## src/rtl/lb_pkg.sv

```systemverilog
// Package: shared types for the fetch-stage loop buffer.
// Assumes: nothing beyond standard SystemVerilog.
package lb_pkg;
    // Whether fetch is being served from the buffer or from memory.
    typedef enum logic {
        LB_MEM    = 1'b0,
        LB_STREAM = 1'b1
    } lb_mode_e;
endpackage

```

## src/rtl/lb_store.sv

```systemverilog
// Module: lb_store
// Holds DEPTH instruction words with one write port and one combinational read port.
// Assumes: DEPTH is a power of two; the caller picks the slot from the low address bits.
module lb_store #(
    parameter int DEPTH   = 8,
    parameter int INSTR_W = 32,
    parameter int IDX_W   = $clog2(DEPTH)
) (
    input  logic               clk,
    input  logic               rst_n,
    input  logic               wr_en,
    input  logic [IDX_W-1:0]   wr_idx,
    input  logic [INSTR_W-1:0] wr_data,
    input  logic [IDX_W-1:0]   rd_idx,
    output logic [INSTR_W-1:0] rd_data
);
    logic [INSTR_W-1:0] slot_q [DEPTH];

    for (genvar g = 0; g < DEPTH; g++) begin : g_slot
        // Capture the offered word when this slot is the write target.
        always_ff @(posedge clk) begin
            if (!rst_n) begin
                slot_q[g] <= '0;
            end else if (wr_en && (wr_idx == IDX_W'(g))) begin
                slot_q[g] <= wr_data;
            end
        end
    end

    // Read the addressed slot without a clock delay.
    always_comb begin
        rd_data = slot_q[rd_idx];
    end
endmodule

```

## src/rtl/lb_window.sv

```systemverilog
// Module: lb_window
// Tracks the base address and valid count of the buffered run, applies the fill
// policy (append, evict oldest, or restart) and answers one lookup per cycle.
// Assumes: ADDR_W is wider than CNT_W; lookups see the state before this cycle's update.
module lb_window #(
    parameter int ADDR_W = 16,
    parameter int DEPTH  = 8,
    parameter int IDX_W  = $clog2(DEPTH),
    parameter int CNT_W  = IDX_W + 1
) (
    input  logic              clk,
    input  logic              rst_n,
    input  logic              flush,
    input  logic              fill_valid,
    input  logic [ADDR_W-1:0] fill_addr,
    input  logic [ADDR_W-1:0] look_addr,
    output logic              look_hit,
    output logic              wr_en,
    output logic [IDX_W-1:0]  wr_idx
);
    localparam logic [CNT_W-1:0] FULL = CNT_W'(DEPTH);

    logic [ADDR_W-1:0] base_q;
    logic [CNT_W-1:0]  cnt_q;
    logic [ADDR_W-1:0] end_addr;
    logic [ADDR_W-1:0] look_off;
    logic              contig;

    // Decide whether the offered word extends the current run.
    always_comb begin
        end_addr = base_q + ADDR_W'(cnt_q);
        contig   = (cnt_q != '0) && (fill_addr == end_addr);
    end

    // Update the base and count: flush, append, evict oldest, or restart.
    always_ff @(posedge clk) begin
        if (!rst_n) begin
            base_q <= '0;
            cnt_q  <= '0;
        end else if (flush) begin
            cnt_q  <= '0;
        end else if (fill_valid) begin
            if (!contig) begin
                base_q <= fill_addr;
                cnt_q  <= CNT_W'(1);
            end else if (cnt_q == FULL) begin
                base_q <= base_q + ADDR_W'(1);
            end else begin
                cnt_q  <= cnt_q + CNT_W'(1);
            end
        end
    end

    // Check residency with one wrapping subtract and one compare.
    always_comb begin
        look_off = look_addr - base_q;
        look_hit = (look_off < ADDR_W'(cnt_q));
    end

    // Each address owns a fixed slot given by its low bits.
    always_comb begin
        wr_en  = fill_valid && !flush;
        wr_idx = fill_addr[IDX_W-1:0];
    end
endmodule

```

## src/rtl/lb_stream.sv

```systemverilog
// Module: lb_stream
// Follows sequential fetch after a redirect hit. It holds the next address to
// look up and drops back to memory fetch at the first miss.
// Assumes: redirect takes priority over sequential fetch; flush beats both.
module lb_stream #(
    parameter int ADDR_W = 16
) (
    input  logic              clk,
    input  logic              rst_n,
    input  logic              flush,
    input  logic              redir_valid,
    input  logic [ADDR_W-1:0] redir_target,
    input  logic              seq_en,
    input  logic              look_hit,
    output logic              serving,
    output logic [ADDR_W-1:0] cur_addr
);
    import lb_pkg::*;

    lb_mode_e          mode_q;
    logic [ADDR_W-1:0] cur_q;

    // Step the serving state and the next sequential address.
    always_ff @(posedge clk) begin
        if (!rst_n) begin
            mode_q <= LB_MEM;
            cur_q  <= '0;
        end else if (flush) begin
            mode_q <= LB_MEM;
        end else if (redir_valid) begin
            mode_q <= look_hit ? LB_STREAM : LB_MEM;
            cur_q  <= redir_target + ADDR_W'(1);
        end else if (seq_en && (mode_q == LB_STREAM)) begin
            if (look_hit) begin
                cur_q  <= cur_q + ADDR_W'(1);
            end else begin
                mode_q <= LB_MEM;
            end
        end
    end

    // Expose the state to the top.
    always_comb begin
        serving  = (mode_q == LB_STREAM);
        cur_addr = cur_q;
    end
endmodule

```

## src/rtl/loop_buffer.sv

```systemverilog
// Module: loop_buffer (top)
// Fetch-stage loop buffer: keeps the latest contiguous run of fetched words and
// answers branch targets and the sequential fetches after them from that run.
// Assumes: DEPTH is a power of two; words are word-addressed; outputs are
// combinational responses to this cycle's request.
module loop_buffer #(
    parameter int ADDR_W  = 16,
    parameter int INSTR_W = 32,
    parameter int DEPTH   = 8
) (
    input  logic               clk,
    input  logic               rst_n,
    input  logic               flush_i,
    input  logic               fill_valid_i,
    input  logic [ADDR_W-1:0]  fill_addr_i,
    input  logic [INSTR_W-1:0] fill_instr_i,
    input  logic               seq_en_i,
    input  logic               redir_valid_i,
    input  logic [ADDR_W-1:0]  redir_target_i,
    output logic               hit_o,
    output logic [INSTR_W-1:0] instr_o,
    output logic               mem_fetch_o
);
    localparam int IDX_W = $clog2(DEPTH);
    localparam int CNT_W = IDX_W + 1;

    logic              look_hit;
    logic [ADDR_W-1:0] look_addr;
    logic              wr_en;
    logic [IDX_W-1:0]  wr_idx;
    logic [INSTR_W-1:0] rd_data;
    logic              serving;
    logic [ADDR_W-1:0] cur_addr;
    logic              buf_req;

    // A redirect looks up its target; otherwise the stream's next address is used.
    always_comb begin
        look_addr = redir_valid_i ? redir_target_i : cur_addr;
        buf_req   = redir_valid_i || (seq_en_i && serving);
    end

    lb_window #(
        .ADDR_W (ADDR_W),
        .DEPTH  (DEPTH),
        .IDX_W  (IDX_W),
        .CNT_W  (CNT_W)
    ) u_window (
        .clk        (clk),
        .rst_n      (rst_n),
        .flush      (flush_i),
        .fill_valid (fill_valid_i),
        .fill_addr  (fill_addr_i),
        .look_addr  (look_addr),
        .look_hit   (look_hit),
        .wr_en      (wr_en),
        .wr_idx     (wr_idx)
    );

    lb_store #(
        .DEPTH   (DEPTH),
        .INSTR_W (INSTR_W),
        .IDX_W   (IDX_W)
    ) u_store (
        .clk     (clk),
        .rst_n   (rst_n),
        .wr_en   (wr_en),
        .wr_idx  (wr_idx),
        .wr_data (fill_instr_i),
        .rd_idx  (look_addr[IDX_W-1:0]),
        .rd_data (rd_data)
    );

    lb_stream #(
        .ADDR_W (ADDR_W)
    ) u_stream (
        .clk          (clk),
        .rst_n        (rst_n),
        .flush        (flush_i),
        .redir_valid  (redir_valid_i),
        .redir_target (redir_target_i),
        .seq_en       (seq_en_i),
        .look_hit     (look_hit),
        .serving      (serving),
        .cur_addr     (cur_addr)
    );

    // Form the response: supply on a hit, request memory on any unmet fetch.
    always_comb begin
        hit_o       = buf_req && look_hit;
        mem_fetch_o = (redir_valid_i || seq_en_i) && !hit_o;
        instr_o     = hit_o ? rd_data : '0;
    end
endmodule

```

## config.mk

```make
export PLATFORM = sky130hd
export DESIGN_NAME = loop_buffer
export DESIGN_NICKNAME = d
export VERILOG_FILES = /design/src/rtl/lb_pkg.sv /design/src/rtl/lb_store.sv /design/src/rtl/lb_window.sv /design/src/rtl/lb_stream.sv /design/src/rtl/loop_buffer.sv
export SDC_FILE = /design/constraint.sdc
export NUM_CORES = 1
export LEC_CHECK = 0
export ABC_AREA = 1
export BUFFER_PORTS_ARGS = -buffer_cell sky130_fd_sc_hd__buf_2
export CAP_MARGIN = 25
export CORE_ASPECT_RATIO = 0.7
export CORE_MARGIN = 8
export CORE_UTILIZATION = 55
export DETAILED_ROUTE_END_ITERATION = 7
export PLACE_DENSITY = 0.73
export SETUP_SLACK_MARGIN = 0.4
export SLEW_MARGIN = 20
export SYNTH_ARGS = -nofsm -noshare
export SYNTH_HDL_FRONTEND = slang
export SYNTH_SLANG_ARGS = --single-unit
```

## constraint.sdc

```tcl
create_clock -name clk -period 7.3 [get_ports clk]
set_input_delay 0.73 -clock clk [delete_from_list [all_inputs] [get_ports clk]]
set_output_delay 0.73 -clock clk [all_outputs]
set_load 0.005 [all_outputs]
```

==> impl_metrics.json <==
{
  "status": "complete, no violations",
  "synth_edf_count": 256,
  "hp-class": "reg2reg",
  "max_stage_delay_ps": 430,
  "die_w_um": 217.8,
  "cts_buffers": 28,
  "synthDistinctLibCells": 41,
  "synth-async-reset-ratio_pct": 0,
  "h-tree-depth": 1,
  "wl_per_cell_um": 18.43,
  "initial_utilization_pct": 56.11,
  "fin_nets": 2008,
  "grt_overflow": 0,
  "clock_latency_ps": 540,
  "yosys_warnings": 0,
  "end_kind": "primary output",
  "cts_buffer_depth": 3,
  "setup_viol_count_final": 0,
  "synth-seq-cells": 293,
  "ys.flop_type": "edfxtp_1",
  "worstPathCellList": "buf_2 > inv_4 > or2_2 > nand2_4 > ha_1 > fa_1 > inv_1 > ha_1 > nand2_1 > nand2_1 > nand2_1 > nand2_1 > nand2_1 > nand3_1 > a21oi_1 > nand4_1 > nor3_1 > nand2_1 > buf_4 > nor2_1 > buf_2",
  "grt_pass1_vias": 12323,
  "crit_slowest_cell": "fa_1",
  "cts_setup_buffers": 0,
  "num_vias": 13051,
  "p_comb_share_pct": 13.7,
  "start_kind": "input port",
  "grt_usage_pct": 24.35,
  "hpwlAfterDp_mm": 26.28,
  "crit_fanout": 52,
  "syn_inst": 1852,
  "io_buffers": 103,
  "fin_crit_sh_pct": 71.20,
  "cpMostUsedCell": "nand2_1",
  "synth.net_count": 1950,
  "fin_util_pct": 62.58,
  "drive_gt1_share_pct": 11.08,
  "place.gp.congestion": 0.9142,
  "slew_headroom_pct": 37.42,
  "critPathBufInv": 5,
  "swShare_pct": 25.96,
  "multi_input_area_sq_um": 6251,
  "netlist_area_sq_um": 15680,
  "p_leak_uw": 0.007470,
  "cts_sinks": 293,
  "ir_drop_mv": 0.1671,
  "fmax_ghz": 0.1924,
  "grt_max_degree": 111,
  "syn2layout_area_growth_pct": 11.52,
  "final_cell_count_no_fill": 2304,
  "filler_cell_count": 2424,
  "dpl-instance-area_sq_um": 16450,
  "critPathTopFamily": "simple AND/OR/NAND/NOR gates",
  "postCtsHoldBufs": 0,
  "power_frac_clock_pct": 38.2,
  "fin_skew_ps": 6.929,
  "drv_slew": 0,
  "final_cell_area_sq_um": 17490,
  "cts_resized": 0,
  "seq_power_share_pct": 48.1,
  "die_height_um": 157.3,
  "cts.reportedPaths.clkPinSlew_ps": 70,
  "seq_area_sq_um": 8428,
  "die-area_sq_um": 34260,
  "internal_power_uw": 3004,
  "drt_iter0_markers": 1682,
  "routed_wl_mm": 42.46,
  "cap_violations": 0,
  "cts_root_buf": "clkbuf_16",
  "core-area_sq_um": 27950,
  "fin_hold_ws_ps": 479.8,
  "viasPerCell": 5.664,
  "fin_crit_ps": 5198,
  "r2r_slack_ps": 3540,
  "crit_type": "in2out",
  "final_antenna_net_count": 0,
  "postSynthAreaPerCell_sq_um": 8.468,
  "firstDrtPassIters": 5,
  "rsz0062_at_grt": "false",
  "fin_setup_tns_ps": 0,
  "max_slew.worst_pin.slew_ps": 935.4,
  "drc_errors": 0,
  "grt_pass1_wl_mm": 66.80,
  "dp.cells": 2248,
  "synth_seq_area_share_pct": 53.74,
  "ioPinCount": 104,
  "p_switching_uw": 1053,
  "final_hold_viol_count": 0,
  "antenna_found_initial": 1,
  "cp.required_ps": 6570,
  "powerDensity_nw_per_um2": 232.0,
  "rows": 51,
  "cts_tree": "done",
  "cp.arrival_ps": 4470
}
sequential cells by signal, summed over array words and instances, names as in the netlist:
signal,flops
u_window.cnt_q,4
u_window.base_q,16
u_store.slot_q,256
u_stream.serving,1
u_stream.cur_addr,16
power groups by stage:
| stage | registers [uW] | clock network (uW) | logic (uW) |
|---|---|---|---|
| floorplan | 1980 | 0 | 386 |
| global route | 1960 | 1630 | 619 |
| CTS | 1950 | 1560 | 541 |
| global placement | 1980 | 0 | 526 |
| detailed placement | 1990 | 0 | 539 |
| finish | 1950 | 1550 | 554 |
synthesized netlist by cell type, types with 26 or more instances:
library cell / n / area [sq um]
nor2_1: 512 / 1922
nand2_1: 331 / 1242
edfxtp_1: 256 / 7687
inv_1: 158 / 593.1
o21ai_0: 135 / 675.7
nand3_1: 79 / 395.4
clkbuf_1: 68 / 255.2
o221ai_1: 64 / 560.5
dfxtp_1: 37 / 740.7
a21oi_1: 35 / 175.2
xor2_1: 35 / 306.5
ha_1: 26 / 325.3
final cells by class:
cell class,count,share of cell area [%]
flip-flops and latches,293,48.19
multi-input cells,1294,35.74
clock buffers,40,4.443
repair buffers,128,4.292
inverters,165,3.577
well taps,371,2.654
clock inverters,12,1.087
diodes,1,0.01431
final timing paths:
check,cells past startpoint,endpoint,from
max reg2reg,21,u_stream.cur_addr[5],u_stream.cur_addr[0]
min reg2reg,2,u_stream.cur_addr[3],u_stream.cur_addr[3]
max,21,instr_o[13],redir_valid_i
min,2,u_stream.cur_addr[3],u_stream.cur_addr[3]
placed cells by master (no fill, tap or decap), types with 3 or more instances in the layout:
master / netlist / final
nor2_1: 512 / 511
nand2_1: 331 / 326
edfxtp_1: 256 / 256
inv_1: 158 / 156
o21ai_0: 135 / 134
buf_2: 17 / 103
nand3_1: 79 / 79
o221ai_1: 64 / 64
dfxtp_1: 37 / 37
a21oi_1: 35 / 35
xor2_1: 35 / 35
clkbuf_16: 0 / 29
ha_1: 26 / 26
buf_4: 8 / 21
nand4_1: 13 / 13
nand2_2: 9 / 12
xnor2_1: 10 / 10
clkbuf_1: 68 / 10
nand3b_1: 8 / 8
or2_2: 6 / 6
clkinv_2: 0 / 5
nor2_2: 4 / 5
o21ai_1: 5 / 5
bufinv_16: 0 / 5
nand3_2: 4 / 4
inv_2: 4 / 4
nand2_4: 1 / 3
clkinv_1: 1 / 3
metrics by stage:
stage	setup slack, ps	total power [uW]
after floorplan	2981	2362
after global placement	2298	2511
after detailed placement	2169	2527
after CTS	2161	4053
after global routing	1785	4206
final	2102	4057
logic make-up after synthesis:
group | count (synthesis) | synth area share (%)
adder cells (fa/ha/maj) | 28 | 2.330
AND/OR/NAND/NOR | 974 | 25.04
buffers and inverters | 265 | 6.805
flip-flops | 293 | 53.74
AO/OA/AOI/OAI | 247 | 9.574
XOR/XNOR | 45 | 2.513
routing by layer:
metal / part of all wire (%) / global-route usage (%) / wire length (um)
met3: 9.4 / 4.506 / 3985
met4: 1.6 / 4.850 / 691
met2: 44 / 37.38 / 18490
met5: 0 / 0 / 0
met1: 45 / 35.77 / 19290
tightest hold or removal path, cell delays in order, from the launching register on:
cell and delay [ps]:
dfxtp_1 330, a21oi_1 40, nor2_1 80
(Power assumes the default switching activity.)
